--- src/rtl/crg_pkg.sv ---
package crg_pkg;

    typedef struct packed {
        logic rst_n;
        logic core_rst;
        logic fifo_hiz;
    } crg_out_t;

    function automatic int unsigned crg_cnt_w(input int unsigned n);
        return (n < 2) ? 1 : $clog2(n);
    endfunction

    function automatic crg_out_t crg_drive(input logic live);
        crg_out_t o;
        o.rst_n    = live;
        o.core_rst = ~live;
        o.fifo_hiz = ~live;
        return o;
    endfunction

endpackage

--- src/rtl/crg_sync.sv ---
module crg_sync #(
    parameter int unsigned STAGES = 2
) (
    input  logic clk,
    input  logic clr_n,
    input  logic d,
    output logic q
);
    logic [STAGES-1:0] st;

    for (genvar i = 0; i < STAGES; i++) begin : g_stage
        if (i == 0) begin : g_first
            always_ff @(posedge clk or negedge clr_n) begin
                if (!clr_n) st[0] <= 1'b0;
                else        st[0] <= d;
            end
        end else begin : g_next
            always_ff @(posedge clk or negedge clr_n) begin
                if (!clr_n) st[i] <= 1'b0;
                else        st[i] <= st[i-1];
            end
        end
    end

    assign q = st[STAGES-1];
endmodule

--- src/rtl/crg_hold_timer.sv ---
module crg_hold_timer
    import crg_pkg::*;
#(
    parameter int unsigned HOLD = 60000
) (
    input  logic clk,
    input  logic clr_n,
    input  logic arm,
    output logic done
);
    localparam int unsigned W = crg_cnt_w(HOLD);
    localparam logic [W-1:0] LAST = W'(HOLD - 1);

    logic [W-1:0] cnt_q;
    logic         done_q;

    always_ff @(posedge clk or negedge clr_n) begin
        if (!clr_n) begin
            cnt_q  <= '0;
            done_q <= 1'b0;
        end else if (!arm) begin
            cnt_q  <= '0;
            done_q <= 1'b0;
        end else if (!done_q) begin
            if (cnt_q == LAST) done_q <= 1'b1;
            else               cnt_q  <= cnt_q + 1'b1;
        end
    end

    assign done = done_q;

    // release only after the full count
    a_r2_full_count: assert property (@(posedge clk) disable iff (!clr_n)
        $rose(done_q) |-> $past(cnt_q) == LAST);

    // release is sticky while armed
    a_r8_sticky: assert property (@(posedge clk) disable iff (!clr_n)
        (done_q && arm) |=> done_q);

    // a lost condition cancels any progress
    a_r5_restart: assert property (@(posedge clk) disable iff (!clr_n)
        !arm |=> (!done_q && cnt_q == '0));
endmodule

--- src/rtl/cond_reset_gen.sv ---
module cond_reset_gen
    import crg_pkg::*;
#(
    parameter int unsigned HOLD_CYCLES = 60000,
    parameter int unsigned SYNC_STAGES = 2
) (
    input  logic clk,
    input  logic pwr_ok,
    input  logic osc_run,
    input  logic ext_rst_n,
    input  logic usb_bus_rst,
    output logic rst_out_n,
    output logic core_rst,
    output logic fifo_hiz
);
    logic     cond_raw;
    logic     cond_sync;
    logic     released;
    crg_out_t outs;

    assign cond_raw = pwr_ok & osc_run & ext_rst_n;

    crg_sync #(.STAGES(SYNC_STAGES)) u_sync (
        .clk  (clk),
        .clr_n(cond_raw),
        .d    (1'b1),
        .q    (cond_sync)
    );

    crg_hold_timer #(.HOLD(HOLD_CYCLES)) u_timer (
        .clk  (clk),
        .clr_n(cond_raw),
        .arm  (cond_sync),
        .done (released)
    );

    assign outs      = crg_drive(released & cond_raw);
    assign rst_out_n = outs.rst_n;
    assign core_rst  = outs.core_rst;
    assign fifo_hiz  = outs.fifo_hiz;

    // a missing condition always holds reset
    always_comb begin
        if (!ext_rst_n || !pwr_ok || !osc_run)
            a_r1_cond_low_holds: assert (!rst_out_n && fifo_hiz);
    end

    // bus reset never pulls the output down
    a_r6_bus_ignored: assert property (@(posedge clk) disable iff (!cond_raw)
        (released && usb_bus_rst) |-> rst_out_n);

    // no release without a synchronised condition
    a_r2_needs_sync: assert property (@(posedge clk) disable iff (!cond_raw)
        rst_out_n |-> cond_sync);
endmodule

--- config.mk ---
export PLATFORM = sky130hd
export DESIGN_NAME = cond_reset_gen
export DESIGN_NICKNAME = d
export VERILOG_FILES = /design/src/rtl/crg_pkg.sv /design/src/rtl/crg_sync.sv /design/src/rtl/crg_hold_timer.sv /design/src/rtl/cond_reset_gen.sv
export SDC_FILE = /design/constraint.sdc
export NUM_CORES = 1
export LEC_CHECK = 0
export BUFFER_PORTS_ARGS = -buffer_cell sky130_fd_sc_hd__buf_2
export CORE_AREA = 2 2 43 45
export DETAILED_ROUTE_END_ITERATION = 10
export DIE_AREA = 0 0 45 47
export GPL_ROUTABILITY_DRIVEN = 0
export GPL_TIMING_DRIVEN = 0
export HOLD_SLACK_MARGIN = 0.03
export PLACE_DENSITY_LB_ADDON = 0.3
export SLEW_MARGIN = 40
export SYNTH_ARGS = -nofsm -noshare
export SYNTH_HDL_FRONTEND = slang
export SYNTH_HIERARCHICAL = 1
export SYNTH_SLANG_ARGS = --single-unit
--- constraint.sdc ---
create_clock -name clk -period 5.5 [get_ports clk]
set_clock_uncertainty 0.2 [all_clocks]
set_input_delay 0.55 -clock clk [delete_from_list [all_inputs] [get_ports clk]]
set_output_delay 0.55 -clock clk [all_outputs]
set_load 0.01 [all_outputs]
==> impl_results.md, run 1 <==
* Ports at 8
* Synth warn at 6
* Final setup fails at 0
* Pre-CTS WS at 3.49 ns
* Hold buffers post-CTS at 0
* CP peak stage delay at 0.56 ns
* Die width at 45 um
* Max Cap Viol at 0
* Highest clock rate at 0.491 GHz
* Clock slew at reported path FFs at 0.11 ns
* Final #Nets at 115
* CTS Buf Count at 3
* Setup TNS at 0 ns
* Sequential-to-total area share from yosys stat at 49.0%
* Top post-synthesis cells by count: 19 x dfrtp_1, 10 x nand2_1, 8 x nor2_1
* Layout cell share with drive strength beyond 1 at 15.7%
* CP Max Fanout at 5
* Synthesized area per cell at 9.91 um2
* Crit path cell chain: or4b_4, nor4_4, a31oi_1, mux2i_1
* Crit path launch type: register
* FF-to-FF path depth at 4
* Grt ovf at 0
* Setup ws final at 3.46 ns
* Critical Path End Type: register
* Flops & latches, synth at 19
* First-pass GRT wire length at 2780 um
* Synth top area share at 49.0%
* Critical path data required time at 5.48 ns
* DP Wirelength at 1200 um
* CTS tree: done
* Final hold viol count at 0
* Die area at 0.00212 mm2
* Routed len/inst at 13.4 um
* Core area at 0.00165 mm2
* Post-DRT Antenna Nets at 0
* Clk Latency, worst-skew pair at 0.30 ns
* Fillers at 135
* Final core utilization at 63.6%
* RR Startpoint: u_timer/cnt_q[8]$_DFFE_PN0P_
* HP Class: in2async
* RSZ-0062 raised after global routing: false
* Crit-path leading delay family: simple AND/OR/NAND/NOR gates
* Number of synthesized flops with an enable pin at 0
* Worst VDD drop at 0.000140 V
* CP Launch Point: u_timer/cnt_q[8]$_DFFE_PN0P_
* Drt pass-1 iters at 4
* Worst r2r dst: u_timer/cnt_q[0]$_DFFE_PN0P_
* Syn_nets at 104
* CTS root buffer: clkbuf_4
* I/O Buffers at 6
* Synth Cell Area at 971 um2
* Syn Inst Count at 98
* Via density at 6.07
* Static leakage power at 0.471 nW
* Asr flop ratio synth at 100%
* Dominant cells by area after synthesis: dfrtp_1 49%, xor2_1 4.5%, nand2_1 3.9%, nand4_1 3.2%, mux2i_1 3.1%
* Pin count of the biggest net entering global routing at 20
* Pwr dens at 215 mW/mm2
* Core Rows at 15
* Via count at 759
* Postcts setup bufs at 0
* Slowest-stage cell, CP: or4b_4
* CTS H-tree depth at 1
* Dpl cells at 121
* Post_cts resized at 0
* Most common cell in the synthesized netlist: dfrtp_1
* Inserted Diodes at 0
* Gr usage total at 19.0%
* Non-Filler Instances at 125
* Clk sink count at 19
* Area delta synth->final at 8.12%
* Flop2flop setup slack at 3.46 ns
* Critical path type: reg2reg
* CP Data Arrival Time at 2.02 ns
* Status: finished, final reports clean
* Final Max Tran Viols at 0
* DRC at 0
* WP buf/inv at 0
* Starting density of the core at 58.8%
* Final period utilization at 37.0%
* Minimum clock period at 2.04 ns
* Initial antenna violation count at 0
* Initial DRC count at 20
* Vias in the first global route at 649
* Max clock buf depth at 2
* Top FF cell, synth: dfrtp_1
* Post-Route WL at 1680 um
* Area leader, netlist: dfrtp_1
* Die height at 47 um
* WHS at 0.153 ns
* Netlist cell types at 33
placed cells by master, fill, tap and decap left out, types with 2 or more instances in the layout:
cell / synthesis / layout
dfrtp_1: 19 / 19
nand2_1: 10 / 10
nor2_1: 8 / 8
buf_2: 1 / 7
o21ai_0: 6 / 6
nand4_1: 5 / 5
nand3_1: 5 / 5
xor2_1: 5 / 5
a31oi_1: 4 / 4
a21oi_1: 4 / 4
clkbuf_4: 0 / 3
or3_1: 3 / 3
mux2i_1: 3 / 3
clkbuf_1: 2 / 2
and3_1: 2 / 2
and2_1: 2 / 2
nand2b_1: 2 / 2
state kept, by name (all words and copies together), names as in the netlist:
register       flops
u_timer/cnt_q     16
u_sync/q           1
u_sync/st          1
u_timer/done       1
cell type report:
class                   count  area (um2)  share of cell area, %
clock buffers               3        22.5                   2.15
flip-flops and latches     19         475                   45.3
multi-input cells          74         472                   44.9
clock inverters             1        5.00                  0.477
plain buffers               4        20.0                   1.91
inverters                   1        3.75                  0.358
well taps                  17        21.3                   2.03
repair buffers              6        30.0                   2.86
worst max-delay path by stage:
stage | slack, ns | depth (start not counted) | end
after global routing | 3.33 | 6 | u_timer/cnt_q[14]$_DFFE_PN0P_
after detailed placement | 3.49 | 4 | u_timer/cnt_q[0]$_DFFE_PN0P_
after floorplan | 3.59 | 4 | u_timer/cnt_q[0]$_DFFE_PN0P_
final | 3.46 | 4 | u_timer/cnt_q[0]$_DFFE_PN0P_
after global placement | 3.47 | 4 | u_timer/cnt_q[1]$_DFFE_PN0P_
after CTS | 3.47 | 6 | u_timer/cnt_q[14]$_DFFE_PN0P_
cells by family (layout without fill, tap and decap cells):
group	count (synthesis)	after routing	synth area share (%)
xor+xnor	6	6	5.41
fa+ha+maj	1	1	1.29
simple gates	48	48	29.9
buf+inv	5	15	2.45
flops	19	19	49.0
other cells	1	1	0.386
mux	3	3	3.09
compound gates	15	15	8.51
layer usage:
metal / wire length, um / track usage [%] / share of wire, % / vias up
li1: - / - / - / 373
met1: 834 / 25.3 / 50 / 362
met2: 732 / 28.6 / 44 / 20
met3: 86 / 4.62 / 5.1 / 4
met4: 25 / 10.6 / 1.5 / 0
met5: 0 / 0 / 0 / -
power by group:
| part | internal (mW) | leakage [nW] | switching, mW |
|---|---|---|---|
| clock | 0.0271 | 0.0177 | 0.0430 |
| combinational | 0.00370 | 0.195 | 0.00735 |
| sequential | 0.142 | 0.258 | 0.00186 |
| total | 0.173 | 0.471 | 0.0522 |
metrics by stage:
| step | instance area [um2] | power, mW |
|---|---|---|
| after global routing | 1050 | 0.236 |
| after floorplan | 971 | 0.154 |
| after detailed placement | 1020 | 0.158 |
| final | 1050 | 0.225 |
| after CTS | 1050 | 0.230 |
| after global placement | 1020 | 0.157 |
(Power assumes the default switching activity.)
==> inputs of run 2 (changes only) <==
--- a/config.mk
+++ b/config.mk
@@ -6,9 +6,9 @@
 export NUM_CORES = 1
 export LEC_CHECK = 0
 export BUFFER_PORTS_ARGS = -buffer_cell sky130_fd_sc_hd__buf_2
-export CORE_AREA = 2 2 43 45
+export CORE_AREA = 2 2 47 49
 export DETAILED_ROUTE_END_ITERATION = 10
-export DIE_AREA = 0 0 45 47
+export DIE_AREA = 0 0 49 51
 export GPL_ROUTABILITY_DRIVEN = 0
 export GPL_TIMING_DRIVEN = 0
 export HOLD_SLACK_MARGIN = 0.03
==> constraint.sdc (replaced) <==
create_clock -name clk -period 1.8 [get_ports clk]
set_clock_uncertainty 0.2 [all_clocks]
set_input_delay 0.18 -clock clk [delete_from_list [all_inputs] [get_ports clk]]
set_output_delay 0.18 -clock clk [all_outputs]
set_load 0.01 [all_outputs]
==> run 2 against run 1 <==
- critical endpoint unchanged
- non-clock buffer count up 12
- combinational power rose to 4.5 times the previous value
- die area up 18%
- count of clock-buffer cells in the layout up 1
- wire length up 19%
- the flow now finishes with violations (negative setup slack)
- final area up 18%
- final cell count up 18%
- register-to-register slack worse by 3.5 ns
- sequential share of layout area down 6.5 points
==> impl_results.md, run 2 (same netlist as run 1, synthesis figures left out) <==
* Final Cell Area at 0.00123 mm2
* Core Rows at 17
* Crit path launch type: register
* Dpl cells at 132
* Ports at 8
* DRC at 0
* Final #Nets at 127
* Initial antenna violation count at 0
* Setup ws final at -0.0425 ns
* RR Startpoint: u_timer/cnt_q[7]$_DFFE_PN0P_
* Highest clock rate at 0.543 GHz
* CTS root buffer: clkbuf_4
* Pre-CTS WS at -0.215 ns
* Pwr dens at 562 mW/mm2
* Core area at 0.00206 mm2
* CP Max Fanout at 4
* Max clock buf depth at 2
* Critical path type: reg2reg
* HP Class: reg2reg
* Initial DRC count at 15
* Final hold viol count at 0
* CTS Buf Count at 3
* Final core utilization at 59.8%
* Inserted Diodes at 0
* Clk Latency, worst-skew pair at 0.28 ns
* Routed len/inst at 13.5 um
* Pin count of the biggest net entering global routing at 20
* CTS tree: done
* Worst VDD drop at 0.000420 V
* Fillers at 181
* CP Data Arrival Time at 1.81 ns
* Area post-placement at 0.00104 mm2
* Clk sink count at 19
* I/O Buffers at 6
* First-pass GRT wire length at 3250 um
* Top reg by flops: u_timer/cnt_q
* Post-Route WL at 2010 um
* Clock slew at reported path FFs at 0.09 ns
* Die area at 0.00250 mm2
* Drt pass-1 iters at 4
* Non-Filler Instances at 148
* Commonest cells after routing, fill and taps aside: 17 x dfrtp_1, 11 x buf_4, 9 x nand2_1
* Final period utilization at 102%
* Gr usage total at 17.0%
* Hold path start: u_sync/st[0]$_DFF_PN0_
* Final Max Tran Viols at 0
* Die width at 49 um
* CTS H-tree depth at 1
* Die height at 51 um
* Vias in the first global route at 756
* Status: finished with violations
* Max Cap Viol at 0
* RSZ-0062 raised after global routing: true
* FF-to-FF path depth at 4
* Max reg flops at 16
* Critical path data required time at 1.77 ns
* Starting density of the core at 47.1%
* Via count at 812
* Commonest non-fill, non-tap cell in the layout: dfrtp_1
* Minimum clock period at 1.84 ns
* Via density at 5.49
* Post-DRT Antenna Nets at 0
* Layout cell share with drive strength beyond 1 at 35.0%
* Grt ovf at 0
* Static leakage power at 0.529 nW
* Critical Path End Type: register
* Failing checks: negative setup slack
* Hold Path Depth at 0
* Area delta synth->final at 27.1%
* CP Launch Point: u_timer/cnt_q[7]$_DFFE_PN0P_
* DP Wirelength at 1220 um
* Final setup fails at 3
## run 2: cell count changes in the layout (fill, tap and decap cells not counted), sizes merged
cell and delta:
buf +9, clkbuf +1, clkinv -1, dlygate4sd3 +3
## run 2: layout make-up
| type | count | area [um2] | share of cell area, % |
|---|---|---|---|
| buffer | 3 | 18.8 | 1.52 |
| inverter | 1 | 3.75 | 0.304 |
| multi-input combinational | 74 | 537 | 43.5 |
| clock buffer | 4 | 26.3 | 2.13 |
| tap | 28 | 35.0 | 2.84 |
| timing repair buffer | 19 | 135 | 11.0 |
| sequential | 19 | 478 | 38.7 |
## run 2: path summary, 6_finish.rpt
path / slack, ns / to
worst min-delay path: 0.16 / u_sync/q$_DFF_PN0_
worst max-delay path: -0.04 / u_timer/cnt_q[0]$_DFFE_PN0P_
worst min register to register: 0.16 / u_sync/q$_DFF_PN0_
max in group asynchronous: 0.72 / u_timer/done$_DFF_PN0_
min in group asynchronous: 0.34 / u_timer/cnt_q[3]$_DFFE_PN0P_
worst max register to register: -0.04 / u_timer/cnt_q[0]$_DFFE_PN0P_
## run 2: routing by layer
| layer | track usage (%) | routed length, um | vias to the layer above | share of wire [%] |
|---|---|---|---|---|
| met3 | 3.51 | 45 | 4 | 2.2 |
| li1 | - | - | 395 | - |
| met2 | 25.3 | 958 | 18 | 48 |
| met5 | 0 | 0 | - | 0 |
| met1 | 23.1 | 973 | 395 | 49 |
| met4 | 9.52 | 27 | 0 | 1.3 |
## run 2: per-stage QoR
step | setup TNS, ns | power, mW | hold WS (ns)
global route | -0.817 | 0.738 | 0.183
detailed placement | -0.602 | 0.482 | 0.131
finish | -0.124 | 0.693 | 0.162
floorplan | -0.0107 | 0.470 | -0.0300
global placement | -0.551 | 0.480 | 0.124
CTS | -0.180 | 0.697 | 0.166
## run 2: what timing repair did
action,in CTS,in global routing
pin swaps,0,2
setup endpoints to repair,9,10
buffers inserted,3,7
gates resized for setup,4,14
hold buffers,3,0
hold endpoints to repair,19,0
## run 2: critical path, stage by stage (launching register included)
cell     delay, ns
dfrtp_1       0.41
or4b_4        0.53
nor4_4        0.25
a31oi_2       0.19
mux2i_1       0.15
## run 2: report_power, final
part	internal [mW]	total, mW	switching [mW]
Clock	0.0860	0.201	0.115
Combinational	0.0233	0.0503	0.0270
Sequential	0.434	0.442	0.00781
Total	0.544	0.693	0.150
==> inputs of run 3 (changes only) <==
--- a/config.mk
+++ b/config.mk
@@ -5,10 +5,13 @@
 export SDC_FILE = /design/constraint.sdc
 export NUM_CORES = 1
 export LEC_CHECK = 0
+export ABC_AREA = 1
 export BUFFER_PORTS_ARGS = -buffer_cell sky130_fd_sc_hd__buf_2
-export CORE_AREA = 2 2 47 49
+export CAP_MARGIN = 10
+export CORE_AREA = 2 2 50 52
+export CTS_CLUSTER_DIAMETER = 200
 export DETAILED_ROUTE_END_ITERATION = 10
-export DIE_AREA = 0 0 49 51
+export DIE_AREA = 0 0 52 54
 export GPL_ROUTABILITY_DRIVEN = 0
 export GPL_TIMING_DRIVEN = 0
 export HOLD_SLACK_MARGIN = 0.03
==> run 3 against run 2 <==
- critical path depth is 5 higher
- first-iteration DRC count increased by 6.7%
- sequential power about the same
- critical path type unchanged
- sequential share of layout area is 3.1 points lower
- non-clock buffer count shrank 5
- final area grew 8.2%
- via count grew 27%
- the flow now finishes without violations
- utilization down 2.2 points
- worst hold slack got worse by 0.0046 ns
==> impl_results.md, run 3 <==
* Final Cell Area at 0.00134 mm2
* Crit path cell chain: ha_1, nand2_2, nor2_8, nand2_4, nor2_4, nor2_4, nor2_8, nand2_1, nand2_1
* Critical Path End Type: register
* Crit path launch type: register
* Final period utilization at 93.2%
* Register share of total power at 62.8%
* Pwr dens at 527 mW/mm2
* Initial antenna violation count at 0
* Synthesized area per cell at 7.54 um2
* Synth Cell Area at 0.00116 mm2
* Vias in the first global route at 1012
* Synth warn at 6
* Starting density of the core at 50.1%
* Worst Tran Pin Value at 0.675 ns
* Netlist cell types at 25
* Max clock buf depth at 2
* Layout cell share with drive strength beyond 1 at 17.9%
* Area delta synth->final at 15.0%
* CP Max Fanout at 8
* Die height at 54 um
* Critical path data required time at 1.80 ns
* CTS H-tree depth at 1
* WP buf/inv at 0
* Top post-synthesis cells by count: 42 x nand2_1, 23 x nor2_1, 19 x dfrtp_1
* Routed len/inst at 12.1 um
* DRC at 0
* HP Class: reg2reg
* Ports at 8
* Max reg flops at 16
* Flop2flop setup slack at 0.12 ns
* Via count at 1029
* Top FF cell, synth: dfrtp_1
* Post-DRT Antenna Nets at 0
* Top reg by flops: u_timer/cnt_q
* Via density at 5.07
* Setup TNS at 0 ns
* Sequential-to-total area share from yosys stat at 40.9%
* Asr flop ratio synth at 100%
* Status: finished, final reports clean
* Drt pass-1 iters at 4
* Syn Inst Count at 154
* Switching Fraction at 23.4%
* Synth top area share at 40.9%
* Clk sink count at 19
* Crit-path leading delay family: simple AND/OR/NAND/NOR gates
* I/O Buffers at 6
* Static leakage power at 0.657 nW
* Initial DRC count at 16
* RSZ-0062 raised after global routing: false
* Dpl cells at 190
* Worst VDD drop at 0.000448 V
* Most common cell in the synthesized netlist: nand2_1
* Commonest non-fill, non-tap cell in the layout: nand2_1
* Combinational share of power at 6.4%
* Max Cap Viol at 0
* Highest clock rate at 0.596 GHz
* Area leader, netlist: dfrtp_1
* DP Wirelength at 1760 um
* Gr usage total at 20.2%
* Post-Route WL at 2470 um
* CP peak stage delay at 0.41 ns
* Internal Power at 539 uW
* Final hold viol count at 0
* Die area at 0.00281 mm2
* Core area at 0.00232 mm2
* Critical path type: reg2reg
* Flops & latches, synth at 19
* Clk Latency, worst-skew pair at 0.30 ns
* Die width at 52 um
* Dominant cells by area after synthesis: dfrtp_1 41%, nand2_1 14%, nor2_1 7.4%, nand3_1 5.2%, inv_1 5.2%
* Final Max Tran Viols at 0
* Clock slew at reported path FFs at 0.11 ns
* Pin count of the biggest net entering global routing at 20
* Final setup fails at 0
* Grt ovf at 0
* First-pass GRT wire length at 4140 um
* Slew Limit Headroom at 54.7%
* CP Data Arrival Time at 1.68 ns
* Minimum clock period at 1.68 ns
* CTS root buffer: clkbuf_4
* CTS Buf Count at 3
* Clk pwr share at 30.8%
* Slowest-stage cell, CP: dfrtp_1
* Area post-placement at 0.00123 mm2
* Final #Nets at 180
* Setup ws final at 0.122 ns
* CTS tree: done
* Core Rows at 18
* Syn_nets at 160
* Inserted Diodes at 0
* Pre-CTS WS at 0.0366 ns
* Commonest cells after routing, fill and taps aside: 42 x nand2_1, 23 x nor2_1, 19 x dfrtp_1
* Number of synthesized flops with an enable pin at 0
* Sw Pwr at 165 uW
* Non-Filler Instances at 203
-- run 3: changes by cell type after synthesis, sizes merged, moves of 4 or more --
| cell | change |
|---|---|
| inv | +17 |
| o21ai | +4 |
| nand3 | +8 |
| nand2 | +37 |
| nor2 | +20 |
-- run 3: layout make-up --
class / instances / area, um2
repair buffers: 15 / 105
inverters: 17 / 63.8
clock buffers: 4 / 26.3
multi-input cells: 116 / 616
flip-flops and latches: 19 / 475
fillers: 226 / 985
plain buffers: 2 / 11.3
well taps: 30 / 37.5
-- run 3: worst paths after layout --
| kind | cells after the start | end | from |
|---|---|---|---|
| worst max-delay path | 9 | u_timer/cnt_q[14]$_DFFE_PN0P_ | u_timer/cnt_q[0]$_DFFE_PN0P_ |
| max in group asynchronous | 4 | u_timer/cnt_q[7]$_DFFE_PN0P_ | pwr_ok |
| worst min register to register | 0 | u_sync/q$_DFF_PN0_ | u_sync/st[0]$_DFF_PN0_ |
| worst min-delay path | 0 | u_sync/q$_DFF_PN0_ | u_sync/st[0]$_DFF_PN0_ |
| min in group asynchronous | 4 | u_timer/cnt_q[1]$_DFFE_PN0P_ | ext_rst_n |
| worst max register to register | 9 | u_timer/cnt_q[14]$_DFFE_PN0P_ | u_timer/cnt_q[0]$_DFFE_PN0P_ |
-- run 3: cell families (layout without fill, tap and decap cells) --
| kind of cell | Yosys count | after routing | synth area share, % |
|---|---|---|---|
| AND/OR/NAND/NOR | 96 | 96 | 40.4 |
| flip-flops | 19 | 19 | 40.9 |
| buffers and inverters | 19 | 38 | 6.47 |
| AO/OA/AOI/OAI | 14 | 14 | 7.76 |
| XOR/XNOR | 4 | 4 | 3.02 |
| adder cells (fa/ha/maj) | 1 | 1 | 1.08 |
| other | 1 | 1 | 0.323 |
-- run 3: worst reg2reg max path: stages (launching register included) --
cell	delay [ns]
dfrtp_1	0.41
ha_1	0.23
nand2_2	0.13
nor2_8	0.06
nand2_4	0.08
nor2_4	0.05
nor2_4	0.22
nor2_8	0.08
nand2_1	0.07
nand2_1	0.05
-- run 3: layer usage --
layer	routed length, um	track usage [%]
met1	1150	23.7
met2	1240	36.1
met3	62	3.33
met4	12	8.77
met5	0	0
-- run 3: per-stage QoR --
stage                     power (mW)  hold WS (ns)  utilization [%]
after global placement         0.485         0.132             53.0
final                          0.704         0.157             57.6
after detailed placement       0.487         0.135             53.0
after global routing           0.742         0.189             57.6
after CTS                      0.712         0.159             55.4
after floorplan                0.474       0.00750                -
-- run 3: timing repair --
action	in CTS	in global routing
buffers inserted	0	6
setup endpoints to repair	0	9
resized for setup	0	1
endpoints found under the hold margin	19	0
hold buffers	3	0
-- run 3: power groups by stage --
stage | Combinational, mW | Sequential [mW] | Clock, mW
after global routing | 0.0515 | 0.444 | 0.246
after global placement | 0.0347 | 0.450 | 0
final | 0.0450 | 0.442 | 0.217
after floorplan | 0.0253 | 0.448 | 0
after detailed placement | 0.0367 | 0.450 | 0
after CTS | 0.0415 | 0.442 | 0.228
